[src/rtl/twm_pkg.sv]
package twm_pkg;
  typedef enum logic [3:0] {
    ST_IDLE,
    ST_DEVADDR,
    ST_DEVACK,
    ST_WADDR,
    ST_WADDRACK,
    ST_WDATA,
    ST_WDATAACK,
    ST_RDATA,
    ST_RACK
  } twm_state_e;
endpackage

[src/rtl/twm_bus_sync.sv]
module twm_bus_sync #(
  parameter int STAGES = 2
) (
  input  logic clk,
  input  logic rst,
  input  logic scl_in,
  input  logic sda_in,
  output logic scl_s,
  output logic sda_s,
  output logic scl_rise,
  output logic scl_fall,
  output logic start_det,
  output logic stop_det
);
  logic [STAGES-1:0] scl_chain;
  logic [STAGES-1:0] sda_chain;
  logic              scl_d;
  logic              sda_d;

  generate
    if (STAGES > 1) begin : g_multi
      always_ff @(posedge clk) begin
        if (rst) begin
          scl_chain <= '1;
          sda_chain <= '1;
        end else begin
          scl_chain <= {scl_chain[STAGES-2:0], scl_in};
          sda_chain <= {sda_chain[STAGES-2:0], sda_in};
        end
      end
    end else begin : g_single
      always_ff @(posedge clk) begin
        if (rst) begin
          scl_chain <= '1;
          sda_chain <= '1;
        end else begin
          scl_chain <= scl_in;
          sda_chain <= sda_in;
        end
      end
    end
  endgenerate

  always_ff @(posedge clk) begin
    if (rst) begin
      scl_d <= 1'b1;
      sda_d <= 1'b1;
    end else begin
      scl_d <= scl_chain[STAGES-1];
      sda_d <= sda_chain[STAGES-1];
    end
  end

  assign scl_s     = scl_chain[STAGES-1];
  assign sda_s     = sda_chain[STAGES-1];
  assign scl_rise  = scl_s & ~scl_d;
  assign scl_fall  = ~scl_s & scl_d;
  assign start_det = scl_s & scl_d & sda_d & ~sda_s;
  assign stop_det  = scl_s & scl_d & ~sda_d & sda_s;
endmodule

[src/rtl/twm_array.sv]
module twm_array #(
  parameter int ADDR_W = 9,
  parameter int DATA_W = 8
) (
  input  logic              clk,
  input  logic              we,
  input  logic [ADDR_W-1:0] waddr,
  input  logic [DATA_W-1:0] wdata,
  input  logic [ADDR_W-1:0] raddr,
  output logic [DATA_W-1:0] rdata
);
  localparam int DEPTH = 1 << ADDR_W;

  logic [DATA_W-1:0] mem [DEPTH];

  always_ff @(posedge clk) begin
    if (we) begin
      mem[waddr] <= wdata;
    end
    rdata <= mem[raddr];
  end
endmodule

[src/rtl/twm_ctrl.sv]
module twm_ctrl
  import twm_pkg::*;
#(
  parameter int          ADDR_W   = 9,
  parameter int          DATA_W   = 8,
  parameter logic [3:0]  DEV_CODE = 4'hA
) (
  input  logic              clk,
  input  logic              rst,
  input  logic              scl_s,
  input  logic              sda_s,
  input  logic              scl_rise,
  input  logic              scl_fall,
  input  logic              start_det,
  input  logic              stop_det,
  input  logic [1:0]        sel_pins,
  input  logic              wr_protect,
  input  logic [DATA_W-1:0] rd_data,
  output logic              mem_we,
  output logic [ADDR_W-1:0] mem_waddr,
  output logic [DATA_W-1:0] mem_wdata,
  output logic [ADDR_W-1:0] addr,
  output logic              sda_drive_low
);
  localparam int                 CNT_W = $clog2(DATA_W + 1);
  localparam logic [CNT_W-1:0]   FULL  = CNT_W'(DATA_W);
  localparam int                 LOW_W = ADDR_W - 1;
  localparam int                 MSB   = DATA_W - 1;

  twm_state_e        state;
  logic [CNT_W-1:0]  bitcnt;
  logic [DATA_W-1:0] shreg;
  logic [DATA_W-1:0] txreg;
  logic              rw;
  logic              mack;
  logic              dev_match;
  logic              inc_ev;

  assign dev_match = (shreg[MSB -: 4] == DEV_CODE) && (shreg[3:2] == sel_pins);

  assign inc_ev = scl_fall && !start_det && !stop_det && (bitcnt == FULL) &&
                  ((state == ST_WDATA && !wr_protect) || state == ST_RDATA);

  always_ff @(posedge clk) begin
    if (rst) begin
      state         <= ST_IDLE;
      bitcnt        <= '0;
      shreg         <= '0;
      txreg         <= '0;
      rw            <= 1'b0;
      mack          <= 1'b0;
      addr          <= '0;
      sda_drive_low <= 1'b0;
      mem_we        <= 1'b0;
      mem_waddr     <= '0;
      mem_wdata     <= '0;
    end else begin
      mem_we <= 1'b0;
      if (start_det) begin
        state         <= ST_DEVADDR;
        bitcnt        <= '0;
        sda_drive_low <= 1'b0;
      end else if (stop_det) begin
        state         <= ST_IDLE;
        bitcnt        <= '0;
        sda_drive_low <= 1'b0;
      end else begin
        unique case (state)
          ST_DEVADDR, ST_WADDR, ST_WDATA: begin
            if (scl_rise && bitcnt != FULL) begin
              shreg  <= {shreg[MSB-1:0], sda_s};
              bitcnt <= bitcnt + 1'b1;
            end else if (scl_fall && bitcnt == FULL) begin
              bitcnt <= '0;
              if (state == ST_DEVADDR) begin
                if (dev_match) begin
                  addr[ADDR_W-1] <= shreg[1];
                  rw             <= shreg[0];
                  sda_drive_low  <= 1'b1;
                  state          <= ST_DEVACK;
                end else begin
                  state <= ST_IDLE;
                end
              end else if (state == ST_WADDR) begin
                addr[LOW_W-1:0] <= shreg[LOW_W-1:0];
                sda_drive_low   <= 1'b1;
                state           <= ST_WADDRACK;
              end else begin
                if (!wr_protect) begin
                  mem_we        <= 1'b1;
                  mem_waddr     <= addr;
                  mem_wdata     <= shreg;
                  sda_drive_low <= 1'b1;
                end
                if (inc_ev) begin
                  addr <= addr + 1'b1;
                end
                state <= ST_WDATAACK;
              end
            end
          end
          ST_DEVACK: begin
            if (scl_fall) begin
              bitcnt <= '0;
              if (rw) begin
                txreg         <= rd_data;
                sda_drive_low <= ~rd_data[MSB];
                state         <= ST_RDATA;
              end else begin
                sda_drive_low <= 1'b0;
                state         <= ST_WADDR;
              end
            end
          end
          ST_WADDRACK, ST_WDATAACK: begin
            if (scl_fall) begin
              sda_drive_low <= 1'b0;
              bitcnt        <= '0;
              state         <= ST_WDATA;
            end
          end
          ST_RDATA: begin
            if (scl_rise && bitcnt != FULL) begin
              bitcnt <= bitcnt + 1'b1;
            end else if (scl_fall) begin
              if (bitcnt == FULL) begin
                sda_drive_low <= 1'b0;
                bitcnt        <= '0;
                if (inc_ev) begin
                  addr <= addr + 1'b1;
                end
                state <= ST_RACK;
              end else begin
                txreg         <= {txreg[MSB-1:0], 1'b0};
                sda_drive_low <= ~txreg[MSB-1];
              end
            end
          end
          ST_RACK: begin
            if (scl_rise) begin
              mack <= ~sda_s;
            end else if (scl_fall) begin
              if (mack) begin
                txreg         <= rd_data;
                sda_drive_low <= ~rd_data[MSB];
                state         <= ST_RDATA;
              end else begin
                state <= ST_IDLE;
              end
            end
          end
          default: begin
          end
        endcase
      end
    end
  end

  AST_START_REARM: assert property (@(posedge clk) disable iff (rst)
    start_det |=> (state == ST_DEVADDR && !sda_drive_low));
  AST_STOP_RELEASE: assert property (@(posedge clk) disable iff (rst)
    stop_det |=> (state == ST_IDLE && !sda_drive_low));
  AST_DRIVE_STATES: assert property (@(posedge clk) disable iff (rst)
    sda_drive_low |-> (state inside {ST_DEVACK, ST_WADDRACK, ST_WDATAACK, ST_RDATA}));
  AST_DRIVE_SCL_LOW: assert property (@(posedge clk) disable iff (rst)
    $rose(sda_drive_low) |-> !scl_s);
  AST_ADDR_WRAP: assert property (@(posedge clk) disable iff (rst)
    inc_ev |=> (addr == $past(addr) + 1'b1));
  AST_WP_BLOCKS: assert property (@(posedge clk) disable iff (rst)
    mem_we |-> $past(!wr_protect));
endmodule

[src/rtl/twm_slave.sv]
module twm_slave #(
  parameter int         ADDR_W      = 9,
  parameter int         DATA_W      = 8,
  parameter int         SYNC_STAGES = 2,
  parameter logic [3:0] DEV_CODE    = 4'hA
) (
  input  logic       clk,
  input  logic       rst,
  input  logic       scl_in,
  input  logic       sda_in,
  input  logic [1:0] sel_pins,
  input  logic       wr_protect,
  output logic       sda_drive_low
);
  logic              scl_s;
  logic              sda_s;
  logic              scl_rise;
  logic              scl_fall;
  logic              start_det;
  logic              stop_det;
  logic              mem_we;
  logic [ADDR_W-1:0] mem_waddr;
  logic [DATA_W-1:0] mem_wdata;
  logic [ADDR_W-1:0] addr;
  logic [DATA_W-1:0] rd_data;

  twm_bus_sync #(.STAGES(SYNC_STAGES)) u_sync (
    .clk       (clk),
    .rst       (rst),
    .scl_in    (scl_in),
    .sda_in    (sda_in),
    .scl_s     (scl_s),
    .sda_s     (sda_s),
    .scl_rise  (scl_rise),
    .scl_fall  (scl_fall),
    .start_det (start_det),
    .stop_det  (stop_det)
  );

  twm_ctrl #(
    .ADDR_W   (ADDR_W),
    .DATA_W   (DATA_W),
    .DEV_CODE (DEV_CODE)
  ) u_ctrl (
    .clk           (clk),
    .rst           (rst),
    .scl_s         (scl_s),
    .sda_s         (sda_s),
    .scl_rise      (scl_rise),
    .scl_fall      (scl_fall),
    .start_det     (start_det),
    .stop_det      (stop_det),
    .sel_pins      (sel_pins),
    .wr_protect    (wr_protect),
    .rd_data       (rd_data),
    .mem_we        (mem_we),
    .mem_waddr     (mem_waddr),
    .mem_wdata     (mem_wdata),
    .addr          (addr),
    .sda_drive_low (sda_drive_low)
  );

  twm_array #(.ADDR_W(ADDR_W), .DATA_W(DATA_W)) u_array (
    .clk   (clk),
    .we    (mem_we),
    .waddr (mem_waddr),
    .wdata (mem_wdata),
    .raddr (addr),
    .rdata (rd_data)
  );
endmodule

[config.mk]
export PLATFORM = sky130hd
export DESIGN_NAME = twm_slave
export DESIGN_NICKNAME = d
export VERILOG_FILES = /design/src/rtl/twm_pkg.sv /design/src/rtl/twm_bus_sync.sv /design/src/rtl/twm_array.sv /design/src/rtl/twm_ctrl.sv /design/src/rtl/twm_slave.sv
export SDC_FILE = /design/constraint.sdc
export NUM_CORES = 2
export LEC_CHECK = 0
export BUFFER_PORTS_ARGS = -buffer_cell sky130_fd_sc_hd__buf_2
export CAP_MARGIN = 20
export CORE_MARGIN = 5
export CORE_UTILIZATION = 25
export CTS_CLUSTER_SIZE = 16
export DETAILED_ROUTE_END_ITERATION = 6
export HOLD_SLACK_MARGIN = 0.02
export PLACE_DENSITY_LB_ADDON = 0.12
export SETUP_SLACK_MARGIN = 0.02
export SLEW_MARGIN = 15
export SYNTH_ARGS = -nofsm -noshare
export SYNTH_HDL_FRONTEND = slang
export SYNTH_SLANG_ARGS = --single-unit
[constraint.sdc]
create_clock -name clk -period 10.3 [get_ports clk]
set_clock_uncertainty 0.05 [all_clocks]
set_input_delay 1.545 -clock clk [delete_from_list [all_inputs] [get_ports clk]]
set_output_delay 1.545 -clock clk [all_outputs]
set_load 0.03 [all_outputs]
==> out/results.ini <==
[place]
gp_congestion = 0.761
port_buffers = 7
dpl.hpwl_um = 309000
dpl-instance-area_um2 = 173000

[cts]
clockBufferDepth = 4
cts_root_buf = clkbuf_16
clock_sinks = 4163
cts_hold_buf = 0
cts_resized = 0
clk_latency_ps = 1050
cts_setup_buffers = 0
cts_tree = built
cts_made_buffers = 467
clk_pin_slew_ps = 60
ctsHtreeMaxLevel = 5

[timing]
tightestPinTransition_ps = 1260
maxSlewViolCount = 0
rsz0062_at_grt = no
relSlewSlack_pct = 16.3
max_freq_mhz = 181
fin_crit_sh_pct = 53.6
fin_tns_setup_ps = 0
min_period_ps = 5520
finalSetupViolations = 0
finalHoldViolations = 0

[routing]
drt-initial-drc-count = 7326
vias = 78700
via_per_inst = 4.63
finalWirelength_um = 516000
route.detailed.drc = 0
dr.pass1.iters = 5
wl_per_cell_um = 30.4
ant_nets = 0

[synth]
synth_area_per_cell_um2 = 21.0
syn_inst = 7733
synth_top_cell_by_area = edfxtp_1
netlist_area_um2 = 162000
synth_nets = 7743
async_flop_share_pct = 0
synthDistinctLibCells = 69
ys_ff_latch = 4163
synth_top_flop_cell = edfxtp_1
yosysWarnings = 0
ys_top_cells_by_area = edfxtp_1, mux4_2, mux2i_1
netlist.area_leader.share_pct = 75.9
synth_edf_count = 4096
synth_seq_area_share_pct = 76.7

[setup_path]
cp_slowest_stage_delay_ps = 980
critical_path_buf_inv_count = 2
r2r_slack_ps = 4780
crit_type = reg -> reg
critPathSlowestCell = dfxtp_4
crit_chain = buf_4 > buf_12 > mux4_2 > mux2i_1 > o22ai_1 > o21ai_0 > o2111ai_1 > a311oi_1 > a31oi_1
cp.arrival_ps = 6370
crit_fanout = 53
crit_family = compound AO/OA/AOI/OAI gates
start_kind = flop
cp-end-kind = flop
critical_path_required_ps = 11150
worst_r2r_path_depth = 9
crit_cells = 9

[global_routing]
grt_pass1_wl_um = 705000
first_global_vias = 81400
antenna_found_initial = 60
grtUsageTotal_pct = 15.1
overflow = 0
grt_max_degree = 194

[final_layout]
final_nets = 7963
layout_common_cells = edfxtp_1, mux4_2, nor2_1
layout-drive-gt1-share_pct = 23.7
fin_area_um2 = 188000
syn_to_final_growth_pct = 15.7
layout_commonest_cell = edfxtp_1
n_fill_cell = 63200

[die]
die_area_um2 = 665000
num_io_pins = 8
fp-row-count = 295
die_h_um = 815
core_area_um2 = 646000
die_width_um = 815
floorplan.initialDensity_pct = 25.1

[power_and_ir_drop]
ir_drop_mv = 0.155
power_density_nw_per_um2 = 185
power.leakage_uw = 0.0448

[min_path]
whs_path_depth = 1
min_path_type = reg -> reg

[job]
maxCapViolations = 0

[status]
outcome = completed

-- worst register-to-register path: stages, from the launching register on --
cell and delay (ps):
dfxtp_4 980, buf_4 770, buf_12 580, mux4_2 600, mux2i_1 250, o22ai_1 210
o21ai_0 680, o2111ai_1 450, a311oi_1 780, a31oi_1 70
-- Yosys cell counts (63+ instances only) --
| cell | n |
|---|---|
| nor2_1 | 626 |
| mux2i_1 | 375 |
| buf_1 | 63 |
| a21oi_1 | 139 |
| mux4_2 | 980 |
| edfxtp_1 | 4096 |
| clkbuf_1 | 225 |
| o21ai_0 | 104 |
| buf_2 | 84 |
| dfxtp_1 | 67 |
| a22oi_1 | 63 |
| nand2_1 | 236 |
| o22ai_1 | 83 |
-- state kept, by name, summed over array words and instances (netlist names), 2 cells and up --
name / flops
u_ctrl.addr: 9
u_ctrl.txreg: 7
u_ctrl.mem_waddr: 9
u_sync.scl_chain: 2
u_array.rdata: 8
u_ctrl.bitcnt: 4
u_ctrl.shreg: 8
u_sync.sda_chain: 2
u_array.mem: 4096
u_ctrl.state: 4
u_ctrl.mem_wdata: 8
-- path summary, 6_finish.rpt --
check,startpoint,end
worst min register to register,u_sync.scl_chain[0],u_sync.scl_chain[1]
worst max register to register,u_ctrl.addr[0],u_array.rdata[4]
worst min-delay path,u_sync.scl_chain[0],u_sync.scl_chain[1]
worst max-delay path,u_ctrl.addr[0],u_array.rdata[4]
-- final cells by class --
class	count	area (µm²)	area share, %
flip-flops and latches	4163	124000	66.3
multi-input cells	3075	35300	18.8
clock buffers	586	12300	6.53
well taps	8613	10800	5.75
clock inverters	282	2580	1.38
repair buffers	237	2130	1.13
inverters	9	51.3	0.0274
diodes	18	45.0	0.0240
-- routing by layer --
layer | up-vias | GRT usage (%) | wire length, µm
li1 | 32600 | - | -
met5 | - | 0 | 23
met2 | 2142 | 24.9 | 248000
met3 | 636 | 2.39 | 27400
met4 | 4 | 3.38 | 12300
met1 | 43200 | 20.9 | 229000
-- through the flow --
stage / hold slack, ps / setup WS, ps / std cells / utilization [%] / power (µW)
after global placement: 361 / 4490 / 16100 / 26.7 / 18700
final: 377 / 4780 / 17000 / 29.0 / 34600
after detailed placement: 355 / 4640 / 16100 / 26.7 / 18700
after floorplan: 339 / 2230 / 7733 / - / 18700
after CTS: 378 / 4680 / 17000 / 29.0 / 35100
after global routing: 403 / 4590 / 17000 / 29.0 / 35800
-- kinds of logic (layout without fill, tap and decap cells) --
logic type / count (synthesis) / in the layout / share of synthesized area (%)
AOI/OAI and AO/OA: 638 / 638 / 2.61
xor gates and xnor gates: 4 / 4 / 0.0216
adders and majority gates: 3 / 3 / 0.0232
buffers and inverters: 495 / 1114 / 1.67
DFF: 4163 / 4163 / 76.7
muxes: 1402 / 1402 / 16.3
other: 0 / 18 / 0
and+or+nand+nor: 1028 / 1028 / 2.62
-- power breakdown --
group | internal, µW | switching (µW) | total (µW)
Clock | 9250 | 7020 | 16300
Sequential | 18300 | 1.98 | 18300
Combinational | 4.08 | 11.0 | 15.1
Power figures use the tool's default switching activity.
